===== src/rtl/rstgate_pkg.sv =====
package rstgate_pkg;
  typedef enum logic [1:0] {
    ACC_BASE = 2'd0,
    ACC_SET  = 2'd1,
    ACC_CLR  = 2'd2,
    ACC_RSVD = 2'd3
  } acc_e;

  localparam int SLOT_CTRL = 0;
  localparam int SLOT_PWD  = 1;
  localparam int SLOT_PLL  = 2;
  localparam int SLOT_VER  = 3;

  localparam int CTRL_HOLD = 0;
  localparam int CTRL_GATE = 1;

  localparam int PLL_PWR  = 0;
  localparam int PLL_LKD  = 1;
  localparam int PLL_EN   = 2;
  localparam int PLL_STAT = 3;
endpackage


===== src/rtl/rstgate_alias_reg.sv =====
module rstgate_alias_reg
  import rstgate_pkg::*;
#(
  parameter int W = 8,
  parameter logic [W-1:0] RST = '0
) (
  input  logic         clk,
  input  logic         rst,
  input  logic         clr_hold,
  input  logic         wr,
  input  acc_e         acc,
  input  logic [W-1:0] wdata,
  input  logic [W-1:0] hw_set,
  output logic [W-1:0] q
);
  logic [W-1:0] nxt;

  for (genvar i = 0; i < W; i++) begin : g_bit
    assign nxt[i] = !wr                ? q[i] :
                    (acc == ACC_BASE)  ? wdata[i] :
                    (acc == ACC_SET)   ? (q[i] | wdata[i]) :
                    (acc == ACC_CLR)   ? (q[i] & ~wdata[i]) :
                                         q[i];
  end

  always_ff @(posedge clk) begin
    if (rst || clr_hold) q <= RST;
    else                 q <= nxt | hw_set;
  end

  // set alias raises every written 1
  p_set_hits_r1: assert property (@(posedge clk) disable iff (rst)
    (wr && acc == ACC_SET && !clr_hold) |=> ((q & $past(wdata)) == $past(wdata)));
  // clear alias drops written 1s not forced by hardware
  p_clr_hits_r1: assert property (@(posedge clk) disable iff (rst)
    (wr && acc == ACC_CLR && !clr_hold) |=> ((q & $past(wdata) & ~$past(hw_set)) == '0));
  // zero bits at alias kinds stay unchanged
  p_alias_keeps_r1: assert property (@(posedge clk) disable iff (rst)
    (wr && acc != ACC_BASE && !clr_hold) |=>
      ((q & ~$past(wdata) & ~$past(hw_set)) == ($past(q) & ~$past(wdata) & ~$past(hw_set))));
endmodule


===== src/rtl/rstgate_gate_hs.sv =====
module rstgate_gate_hs #(
  parameter int DLY = 4
) (
  input  logic clk,
  input  logic rst,
  input  logic target,
  output logic gate
);
  localparam int CW = $clog2(DLY + 1);
  logic [CW-1:0] cnt;

  always_ff @(posedge clk) begin
    if (rst) begin
      gate <= 1'b0;
      cnt  <= '0;
    end else if (target != gate) begin
      if (cnt == CW'(DLY - 1)) begin
        gate <= target;
        cnt  <= '0;
      end else begin
        cnt <= cnt + 1'b1;
      end
    end else begin
      cnt <= '0;
    end
  end

  // the gate state only ever moves toward the requested value
  p_gate_toward_target_r3: assert property (@(posedge clk) disable iff (rst)
    (gate != $past(gate)) |-> (gate == $past(target)));
  // no counting while gate already matches
  p_idle_no_count_r4: assert property (@(posedge clk) disable iff (rst)
    (target == gate) |=> (cnt == '0));
endmodule


===== src/rtl/rstgate_lock_timer.sv =====
module rstgate_lock_timer #(
  parameter int CYC = 1250
) (
  input  logic clk,
  input  logic rst,
  input  logic run,
  output logic lock
);
  localparam int CW = $clog2(CYC + 1);
  logic [CW-1:0] cnt;

  always_ff @(posedge clk) begin
    if (rst || !run) begin
      cnt  <= '0;
      lock <= 1'b0;
    end else if (!lock) begin
      if (cnt == CW'(CYC - 1)) lock <= 1'b1;
      else                     cnt  <= cnt + 1'b1;
    end
  end

  // lock only follows a powered cycle
  p_lock_needs_run_r7: assert property (@(posedge clk) disable iff (rst)
    lock |-> $past(run));
  // lock rises only once the full count has elapsed
  p_lock_full_count_r7: assert property (@(posedge clk) disable iff (rst)
    $rose(lock) |-> (cnt == CW'(CYC - 1)));
endmodule


===== src/rtl/rstgate_ctl.sv =====
module rstgate_ctl
  import rstgate_pkg::*;
#(
  parameter int DATA_W    = 32,
  parameter int ADDR_W    = 6,
  parameter int PWD_W     = 7,
  parameter int GATE_DLY  = 4,
  parameter int LOCK_CYC  = 1250,
  parameter logic [7:0] VER_MAJOR = 8'd1,
  parameter logic [7:0] VER_MINOR = 8'd2
) (
  input  logic              clk,
  input  logic              rst,
  input  logic              bus_en,
  input  logic              bus_we,
  input  logic [ADDR_W-1:0] bus_addr,
  input  logic [DATA_W-1:0] bus_wdata,
  output logic [DATA_W-1:0] bus_rdata,
  output logic              blk_rst,
  output logic              blk_clk_en,
  output logic [PWD_W-1:0]  pwr_down,
  output logic              pll_on,
  output logic              pll_lock,
  output logic              usb_clk_en
);
  localparam int SLOT_LSB = 4;
  localparam int SLOT_W   = ADDR_W - SLOT_LSB;
  localparam int PLL_W    = 3;

  logic [SLOT_W-1:0] slot;
  acc_e              acc;
  logic              wr;
  logic              rd;
  logic [1:0]        ctrl_q;
  logic [PWD_W-1:0]  pwd_q;
  logic [PLL_W-1:0]  pll_q;
  logic              gate_q;
  logic              hold;
  logic              lock_q;
  logic              en_q;
  logic [DATA_W-1:0] rd_mux;
  logic [DATA_W-1:0] rdata_q;
  logic              unused_bits;

  assign slot = bus_addr[ADDR_W-1:SLOT_LSB];
  assign acc  = acc_e'(bus_addr[3:2]);
  assign wr   = bus_en && bus_we;
  assign rd   = bus_en && !bus_we;
  assign hold = ctrl_q[CTRL_HOLD];
  assign unused_bits = ^{bus_addr[1:0], bus_wdata[DATA_W-1:PWD_W]};

  rstgate_alias_reg #(.W(2), .RST(2'b00)) u_ctrl (
    .clk(clk), .rst(rst), .clr_hold(1'b0),
    .wr(wr && slot == SLOT_W'(SLOT_CTRL)), .acc(acc),
    .wdata(bus_wdata[1:0]), .hw_set({hold, 1'b0}), .q(ctrl_q)
  );

  rstgate_alias_reg #(.W(PWD_W), .RST({PWD_W{1'b1}})) u_pwd (
    .clk(clk), .rst(rst), .clr_hold(hold),
    .wr(wr && slot == SLOT_W'(SLOT_PWD)), .acc(acc),
    .wdata(bus_wdata[PWD_W-1:0]), .hw_set('0), .q(pwd_q)
  );

  rstgate_alias_reg #(.W(PLL_W), .RST('0)) u_pll (
    .clk(clk), .rst(rst), .clr_hold(hold),
    .wr(wr && slot == SLOT_W'(SLOT_PLL)), .acc(acc),
    .wdata(bus_wdata[PLL_W-1:0]), .hw_set('0), .q(pll_q)
  );

  rstgate_gate_hs #(.DLY(GATE_DLY)) u_hs (
    .clk(clk), .rst(rst), .target(hold | ctrl_q[CTRL_GATE]), .gate(gate_q)
  );

  rstgate_lock_timer #(.CYC(LOCK_CYC)) u_lock (
    .clk(clk), .rst(rst), .run(pll_q[PLL_PWR]), .lock(lock_q)
  );

  always_comb begin
    rd_mux = '0;
    case (slot)
      SLOT_W'(SLOT_CTRL): begin
        rd_mux[CTRL_HOLD] = hold;
        rd_mux[CTRL_GATE] = gate_q;
      end
      SLOT_W'(SLOT_PWD): rd_mux[PWD_W-1:0] = pwd_q;
      SLOT_W'(SLOT_PLL): begin
        rd_mux[PLL_W-1:0] = pll_q;
        rd_mux[PLL_STAT]  = lock_q;
      end
      SLOT_W'(SLOT_VER): rd_mux[15:0] = {VER_MAJOR, VER_MINOR};
      default: rd_mux = '0;
    endcase
  end

  always_ff @(posedge clk) begin
    if (rst) begin
      rdata_q <= '0;
      en_q    <= 1'b0;
    end else begin
      if (rd) rdata_q <= rd_mux;
      en_q <= &pll_q;
    end
  end

  assign bus_rdata  = rdata_q;
  assign blk_rst    = hold;
  assign blk_clk_en = ~gate_q;
  assign pwr_down   = pwd_q;
  assign pll_on     = pll_q[PLL_PWR];
  assign pll_lock   = lock_q;
  assign usb_clk_en = en_q;

  // once gated under soft reset, stays gated while reset is held
  p_hold_keeps_gate_r3: assert property (@(posedge clk) disable iff (rst)
    (hold && !blk_clk_en) |=> !blk_clk_en);
  // soft reset returns the other registers to reset values
  p_hold_resets_regs_r6: assert property (@(posedge clk) disable iff (rst)
    hold |=> (pwr_down == {PWD_W{1'b1}} && !pll_on));
  // clock enable requires power in the prior cycle
  p_clk_en_needs_pwr_r8: assert property (@(posedge clk) disable iff (rst)
    usb_clk_en |-> $past(pll_on));
  // read data changes only after a read request
  p_rdata_on_read_r11: assert property (@(posedge clk) disable iff (rst)
    (bus_rdata != $past(bus_rdata)) |-> $past(rd));
endmodule


===== config.mk =====
export PLATFORM = sky130hd
export DESIGN_NAME = rstgate_ctl
export DESIGN_NICKNAME = d
export VERILOG_FILES = /design/src/rtl/rstgate_pkg.sv /design/src/rtl/rstgate_alias_reg.sv /design/src/rtl/rstgate_gate_hs.sv /design/src/rtl/rstgate_lock_timer.sv /design/src/rtl/rstgate_ctl.sv
export SDC_FILE = /design/constraint.sdc
export NUM_CORES = 1
export LEC_CHECK = 0
export ABC_AREA = 1
export CELL_PAD_IN_SITES_DETAIL_PLACEMENT = 0
export CELL_PAD_IN_SITES_GLOBAL_PLACEMENT = 1
export CORE_UTILIZATION = 33
export DETAILED_ROUTE_END_ITERATION = 10
export PLACE_DENSITY = 0.85
export SYNTH_ARGS = -nofsm -noshare
export SYNTH_HDL_FRONTEND = slang
export SYNTH_HIERARCHICAL = 1
export SYNTH_SLANG_ARGS = --single-unit

===== constraint.sdc =====
create_clock -name clk -period 2.1 [get_ports clk]
set_input_delay 0.42 -clock clk [delete_from_list [all_inputs] [get_ports clk]]
set_output_delay 0.42 -clock clk [all_outputs]
set_load 0.05 [all_outputs]

==> Flow_metrics.wiki, run 1 <==
{| class="wikitable"
! Metric !! Value
|-
| Outcome || finished, final reports clean
|-
| H-tree depth reported by CTS || 2
|-
| Critical Setup Path Class || reg -> out
|-
| Area inside the core boundary || 6870 sq um
|-
| Avg Cell Area, Syn || 6.42 sq um
|-
| Largest area contributor in the synthesized netlist || sky130_fd_sc_hd__dfxtp_1
|-
| Switching portion of total power || 31.0%
|-
| Final worst clock skew || 0.00669 ns
|-
| Cell chain of the critical path || clkdlybuf4s50_1
|-
| Wire length per cell || 9.70 um
|-
| Total inserted antenna cells || 0
|-
| Combinational Power Share || 19.0%
|-
| CP Data Required Time || 1.68 ns
|-
| Count of input and output buffers || 34
|-
| Fraction of final layout cells sized beyond drive strength 1 || 10.3%
|-
| Total vias in the final route || 2116
|-
| Total die area || 7560 sq um
|-
| Worst path top cell family by delay || buffers and inverters
|-
| Number of antenna violations at the first check in global routing || 0
|-
| Headroom to the max-slew limit || 66.1%
|-
| Number of synthesized flops with an enable pin || 0
|-
| Worst hold-check path type || reg -> reg
|-
| Starting Density || 34.7%
|-
| Count of clock tree sinks || 37
|-
| Largest fanout on the critical path || 4
|-
| Resize count post-CTS || 0
|-
| Height of the die || 86.9 um
|-
| Fillers || 755
|-
| Sequential element share of the synthesized area || 31.1%
|-
| Synthesized area || 2380 sq um
|-
| Unique masters post-synth || 27
|-
| Number of buffers and inverters on the critical path || 1
|-
| Reported max-cap violation count || 0
|-
| Weighted congestion reported at the end of routability-driven placement || 0.844
|-
| Worst setup slack after layout || 0.0971 ns
|-
| Width of the die || 86.9 um
|-
| Delay of the slowest cell on the worst path || 0.85 ns
|-
| Final Total Pwr || 1590 uW
|-
| Number of buffers between clock root and the deepest sink || 2
|-
| Leakage dissipation || 0.00132 uW
|-
| Fraction of power consumed by sequential logic || 46.1%
|-
| RSZ-0062 raised after global routing || false
|-
| Cell at the root of the clock tree || sky130_fd_sc_hd__clkbuf_8
|-
| Leading cell types by total area after synthesis || sky130_fd_sc_hd__dfxtp_1 31%, sky130_fd_sc_hd__nand2_1 18%, sky130_fd_sc_hd__inv_1 8.4%
|-
| Worst slew pin tran || 0.506 ns
|-
| Total overflow reported by the global router || 0
|-
| Clock slew at reported path FFs || 0.07 ns
|-
| Maximum vdd drop || 0.216 mV
|-
| Data arrival time of the worst path || 1.58 ns
|-
| Post-route DRC || 0
|-
| Via/cell ratio || 4.05
|-
| Portion of synthesized cell area occupied by the leading cell type || 31.1%
|-
| Number of buffers added for setup after CTS || 0
|-
| TNS Setup || 0 ns
|-
| TritonCTS clock tree || built
|-
| Pwr/cell area || 546 nW/um^2
|-
| Worst-case setup slack after placement || 0.0637 ns
|-
| Largest net degree at the start of global routing || 14
|-
| Gate count after technology mapping || 371
|-
| Count of pins over their slew limit || 0
|-
| Type of origin of the critical path || flip-flop
|-
| Switching power || 492 uW
|-
| HPWL after detailed placement || 3940 um
|-
| Count of final setup violators || 0
|-
| Area Overhead vs Synth || 22.1%
|-
| Yosys warning total || 6
|-
| Top_reg_cell synth || sky130_fd_sc_hd__dfxtp_1
|-
| Final critical delay including setup and external delays || 2.00 ns
|-
| Cts-stage hold buffer count || 0
|-
| Top Ports || 86
|-
| GRT Util Overall || 14.8%
|-
| Flip-flop and latch count after synthesis || 37
|-
| CP max stage cell || sky130_fd_sc_hd__clkdlybuf4s50_1
|-
| Maximum clock frequency || 0.499 GHz
|-
| Crit. End Element || output pin
|-
| Internal portion of total power || 1100 uW
|-
| Violation count after the first detailed-routing iteration || 62
|-
| Number of core rows || 30
|-
| Part of the power in the clock network || 34.9%
|-
| Final hold violation count || 0
|-
| Total wire length || 5060 um
|-
| Final period utilization || 95.4%
|-
| Fraction of registers with async set or reset after synthesis || 0%
|-
| Number of optimization iterations in the first detailed-route pass || 4
|-
| Number of global-route vias before repair || 1918
|-
| Num CTS Buffers || 5
|-
| Final layout net count || 476
|-
| Clock latency reported for the late side of the worst-skew pair || 0.29 ns
|-
| Post-route antenna net violation count || 0
|-
| Global-route wire length before repair || 8690 um
|}
logic make-up after synthesis:
kind of cell	Yosys count	share of synthesized area, %
AND/OR/NAND/NOR	209	39.7
buffers and inverters	89	18.2
flip-flops	37	31.1
AO/OA/AOI/OAI	23	4.99
adder cells (fa/ha/maj)	9	4.73
XOR/XNOR	3	1.10
other	1	0.157
cells in the final DEF, fill, tap and decap left out:
| cell type | instances |
|---|---|
| sky130_fd_sc_hd__nand2_1 | 113 |
| sky130_fd_sc_hd__inv_1 | 53 |
| sky130_fd_sc_hd__nor2_1 | 46 |
| sky130_fd_sc_hd__dfxtp_1 | 37 |
| sky130_fd_sc_hd__conb_1 | 36 |
| sky130_fd_sc_hd__clkdlybuf4s50_1 | 33 |
| sky130_fd_sc_hd__nand3_1 | 21 |
| sky130_fd_sc_hd__a21oi_1 | 19 |
| sky130_fd_sc_hd__ha_1 | 9 |
| sky130_fd_sc_hd__inv_2 | 7 |
| sky130_fd_sc_hd__clkbuf_8 | 7 |
| sky130_fd_sc_hd__nor2_4 | 6 |
| sky130_fd_sc_hd__buf_4 | 6 |
| sky130_fd_sc_hd__nor2_2 | 6 |
| sky130_fd_sc_hd__nand2_2 | 3 |
| sky130_fd_sc_hd__o21ai_0 | 3 |
| sky130_fd_sc_hd__nand3_2 | 3 |
| sky130_fd_sc_hd__xor2_1 | 3 |
| sky130_fd_sc_hd__or2_1 | 2 |
| sky130_fd_sc_hd__nor3_1 | 2 |
| sky130_fd_sc_hd__clkinv_1 | 2 |
| sky130_fd_sc_hd__nand4_1 | 2 |
| sky130_fd_sc_hd__nand2_4 | 2 |
| sky130_fd_sc_hd__or2_2 | 1 |
| sky130_fd_sc_hd__a21oi_2 | 1 |
| sky130_fd_sc_hd__clkinv_2 | 1 |
| sky130_fd_sc_hd__nand3_4 | 1 |
| sky130_fd_sc_hd__nand3b_1 | 1 |
per-stage QoR:
stage / area [sq um] / hold WS, ns / utilization [%] / instances
after floorplan: 2510 / 0.397 / - / 406
after global placement: 2810 / 0.406 / 40.9 / 514
after detailed placement: 2810 / 0.416 / 40.9 / 514
after CTS: 2910 / 0.427 / 42.3 / 522
after global routing: 2910 / 0.436 / 42.3 / 522
final: 2910 / 0.420 / 42.3 / 522
power by group through the flow:
stage / Sequential (uW) / Clock (uW) / Combinational (uW)
2_1_floorplan: 777 / 0 / 225
4_1_cts: 732 / 569 / 303
3_3_place_gp: 748 / 0 / 300
6_report: 732 / 554 / 302
3_5_place_dp: 748 / 0 / 302
5_1_grt: 734 / 608 / 330
state kept, by name, summed over array words and instances (netlist names):
signal,flops
u_hs/cnt,3
u_pwd/q,7
bus_rdata,8
u_hs/gate,1
u_ctrl/q,2
usb_clk_en,1
u_lock/lock,1
u_pll/q,3
u_lock/cnt,11
path summary, 6_finish.rpt:
path | startpoint | endpoint | slack [ns] | cells after the start
worst max-delay path | u_lock/lock | pll_lock | 0.1 | 1
worst min-delay path | u_hs/cnt[0] | u_hs/cnt[0] | 0.42 | 1
worst max register to register | u_lock/cnt[0] | u_lock/cnt[9] | 0.72 | 7
worst min register to register | u_hs/cnt[0] | u_hs/cnt[0] | 0.42 | 1
area by class of cell:
| cell class | instances | area (sq um) | share of cell area (%) |
|---|---|---|---|
| clock buffers | 7 | 96.3 | 3.31 |
| clock inverters | 1 | 5.00 | 0.172 |
| inverters | 62 | 233 | 8.00 |
| multi-input cells | 280 | 1340 | 46.0 |
| flip-flops and latches | 37 | 741 | 25.5 |
| well taps | 96 | 120 | 4.13 |
| repair buffers | 39 | 375 | 12.9 |
synth_stat cells, types with 3 or more instances:
library cell,count
sky130_fd_sc_hd__nand3_2,3
sky130_fd_sc_hd__nand3_1,21
sky130_fd_sc_hd__nand2_1,113
sky130_fd_sc_hd__ha_1,9
sky130_fd_sc_hd__nor2_1,46
sky130_fd_sc_hd__buf_4,24
sky130_fd_sc_hd__inv_1,53
sky130_fd_sc_hd__o21ai_0,3
sky130_fd_sc_hd__nor2_4,6
sky130_fd_sc_hd__xor2_1,3
sky130_fd_sc_hd__dfxtp_1,37
sky130_fd_sc_hd__nor2_2,6
sky130_fd_sc_hd__nand2_2,3
sky130_fd_sc_hd__a21oi_1,19
sky130_fd_sc_hd__inv_2,7
per-layer routing:
layer  vias to the layer above  GRT usage [%]  share of wire [%]
li1                       1161              -                  -
met1                       916           18.2                 47
met2                        37           25.2                 49
met3                         2           3.89                4.2
met4                         0           4.39               0.47
met5                         -              0                  0
Power figures use the tool's default switching activity.
==> run 2, diff against run 1 <==
PLACE_DENSITY = unset   (was 0.85)
PLACE_DENSITY_LB_ADDON = 0.2   (was unset)
SLEW_MARGIN = 20   (was unset)
clock period = 2.5 ns   (was 2.1 ns; I/O delays follow)
==> Flow_metrics.wiki, run 2 (same netlist as run 1, synthesis figures left out) <==
{| class="wikitable"
! Metric !! Value
|-
| Final layout net count || 475
|-
| Switching power || 429 uW
|-
| Pwr/cell area || 487 nW/um^2
|-
| Post-route DRC || 0
|-
| Final worst clock skew || 0.00275 ns
|-
| Critical Setup Path Class || reg -> out
|-
| Area inside the core boundary || 6870 sq um
|-
| Fraction of power consumed by sequential logic || 43.1%
|-
| Part of the power in the clock network || 39.0%
|-
| RSZ-0062 raised after global routing || false
|-
| Cts-stage hold buffer count || 0
|-
| Leakage dissipation || 0.00132 uW
|-
| Most common cell after layout, fill and taps aside || sky130_fd_sc_hd__nand2_1
|-
| Wire length per cell || 10.2 um
|-
| Instance area at placement || 2800 sq um
|-
| Hold path depth || 1
|-
| Number of antenna violations at the first check in global routing || 0
|-
| CP Data Required Time || 2.00 ns
|-
| Count of final setup violators || 0
|-
| Number of buffers added for setup after CTS || 0
|-
| Via/cell ratio || 4.14
|-
| Number of global-route vias before repair || 1921
|-
| TNS Setup || 0 ns
|-
| Final critical delay including setup and external delays || 2.13 ns
|-
| Cell at the root of the clock tree || sky130_fd_sc_hd__clkbuf_8
|-
| Maximum vdd drop || 0.198 mV
|-
| Utilization after layout || 42.5%
|-
| Starting Density || 34.7%
|-
| Final period utilization || 85.1%
|-
| TritonCTS clock tree || built
|-
| Worst hold start || u_hs/cnt[0]
|-
| Number of optimization iterations in the first detailed-route pass || 4
|-
| Resize count post-CTS || 0
|-
| Weighted congestion reported at the end of routability-driven placement || 0.823
|-
| Width of the die || 86.9 um
|-
| Fraction of final layout cells sized beyond drive strength 1 || 9.88%
|-
| Number of buffers and inverters on the critical path || 1
|-
| Total die area || 7560 sq um
|-
| Outcome || finished, final reports clean
|-
| Worst hold-check path type || reg -> reg
|-
| Flip-flop count of the largest register after layout || 11
|-
| Combinational Power Share || 17.9%
|-
| Global-route wire length before repair || 9000 um
|-
| Final hold slack || 0.423 ns
|-
| Worst reg2reg path startpoint || u_pll/q[0]
|-
| Worst setup slack after layout || 0.374 ns
|-
| Largest net degree at the start of global routing || 16
|-
| Type of origin of the critical path || flip-flop
|-
| Height of the die || 86.9 um
|-
| Count of clock tree sinks || 37
|-
| Maximum clock frequency || 0.470 GHz
|-
| Final design instance area without fill || 2920 sq um
|-
| Total wire length || 5310 um
|-
| Num CTS Buffers || 5
|-
| Final hold violation count || 0
|-
| Total inserted antenna cells || 0
|-
| Worst reg2reg endpoint || u_lock/cnt[2]
|-
| HPWL after detailed placement || 4090 um
|-
| Total vias in the final route || 2158
|-
| Number of core rows || 30
|-
| R2R setup slack || 1.11 ns
|-
| Headroom to the max-slew limit || 64.3%
|-
| Top Ports || 86
|-
| FF-to-FF path depth || 4
|-
| Violation count after the first detailed-routing iteration || 71
|-
| Count of pins over their slew limit || 0
|-
| Highest-count cells in the layout ignoring fill and taps || 113 x sky130_fd_sc_hd__nand2_1, 53 x sky130_fd_sc_hd__inv_1, 46 x sky130_fd_sc_hd__nor2_1, 37 x sky130_fd_sc_hd__dfxtp_1, 36 x sky130_fd_sc_hd__conb_1
|-
| Clock slew at reported path FFs || 0.08 ns
|-
| Cell chain of the critical path || clkdlybuf4s50_1
|-
| Number of buffers between clock root and the deepest sink || 2
|-
| H-tree depth reported by CTS || 2
|-
| Reported max-cap violation count || 0
|-
| Largest fanout on the critical path || 7
|-
| Worst slew pin tran || 0.534 ns
|-
| CP max stage cell || sky130_fd_sc_hd__clkdlybuf4s50_1
|-
| Post-route antenna net violation count || 0
|-
| Switching portion of total power || 30.1%
|-
| Count of input and output buffers || 34
|-
| Crit. End Element || output pin
|-
| Delay of the slowest cell on the worst path || 0.86 ns
|-
| Register containing the most flip-flops in the final layout || u_lock/cnt
|-
| Worst path top cell family by delay || buffers and inverters
|-
| Endpoint of the worst hold path || u_hs/cnt[0]
|-
| Clock latency reported for the late side of the worst-skew pair || 0.29 ns
|-
| Area Overhead vs Synth || 22.7%
|-
| Worst-case setup slack after placement || 0.364 ns
|-
| GRT Util Overall || 15.2%
|-
| Total overflow reported by the global router || 0
|-
| Data arrival time of the worst path || 1.63 ns
|-
| Internal portion of total power || 995 uW
|}
[run 2: changes by cell type in the layout (fill, tap and decap cells not counted)]
cell	before	now
sky130_fd_sc_hd__buf_4	6	4
sky130_fd_sc_hd__bufinv_16	0	1
sky130_fd_sc_hd__clkbuf_8	7	6
sky130_fd_sc_hd__clkdlybuf4s50_1	33	34
sky130_fd_sc_hd__clkinv_2	1	0
sky130_fd_sc_hd__clkinvlp_4	0	1
[run 2: layout make-up]
| class | count | area, sq um |
|---|---|---|
| Clock inverter | 2 | 37.5 |
| Fill cell | 763 | 3950 |
| Multi-Input combinational cell | 280 | 1340 |
| Timing Repair Buffer | 38 | 370 |
| Tap cell | 96 | 120 |
| Sequential cell | 37 | 741 |
| Inverter | 62 | 233 |
| Clock buffer | 6 | 82.6 |
[run 2: routing by layer]
| layer | vias up | track usage, % | wire, um |
|---|---|---|---|
| li1 | 1162 | - | - |
| met1 | 940 | 20.7 | 2710 |
| met2 | 51 | 24.6 | 2340 |
| met3 | 5 | 3.03 | 205 |
| met4 | 0 | 3.64 | 59 |
| met5 | - | 0 | 0 |
[run 2: per-stage QoR]
stage	std cells	total power (uW)
after floorplan	406	841
after global placement	513	882
after detailed placement	513	882
after CTS	521	1440
after global routing	521	1500
final	521	1420
[run 2: power by group through the flow]
stage	registers (uW)	logic, uW	clock network (uW)
CTS	614	255	575
global placement	628	253	0
finish	614	255	554
global route	616	279	599
detailed placement	628	255	0
floorplan	652	189	0
[run 2: how the worst max path moves through the flow]
stage | from | end | slack (ns) | depth (start not counted)
final | u_ctrl/q[0] | blk_rst | 0.37 | 1
after detailed placement | bus_addr[4] | u_pll/q[2] | 0.36 | 10
after CTS | u_ctrl/q[0] | blk_rst | 0.36 | 1
after floorplan | bus_addr[5] | u_pwd/q[4] | 0.93 | 10
after global placement | bus_addr[4] | u_pll/q[0] | 0.40 | 10
after global routing | u_ctrl/q[0] | blk_rst | 0.29 | 1
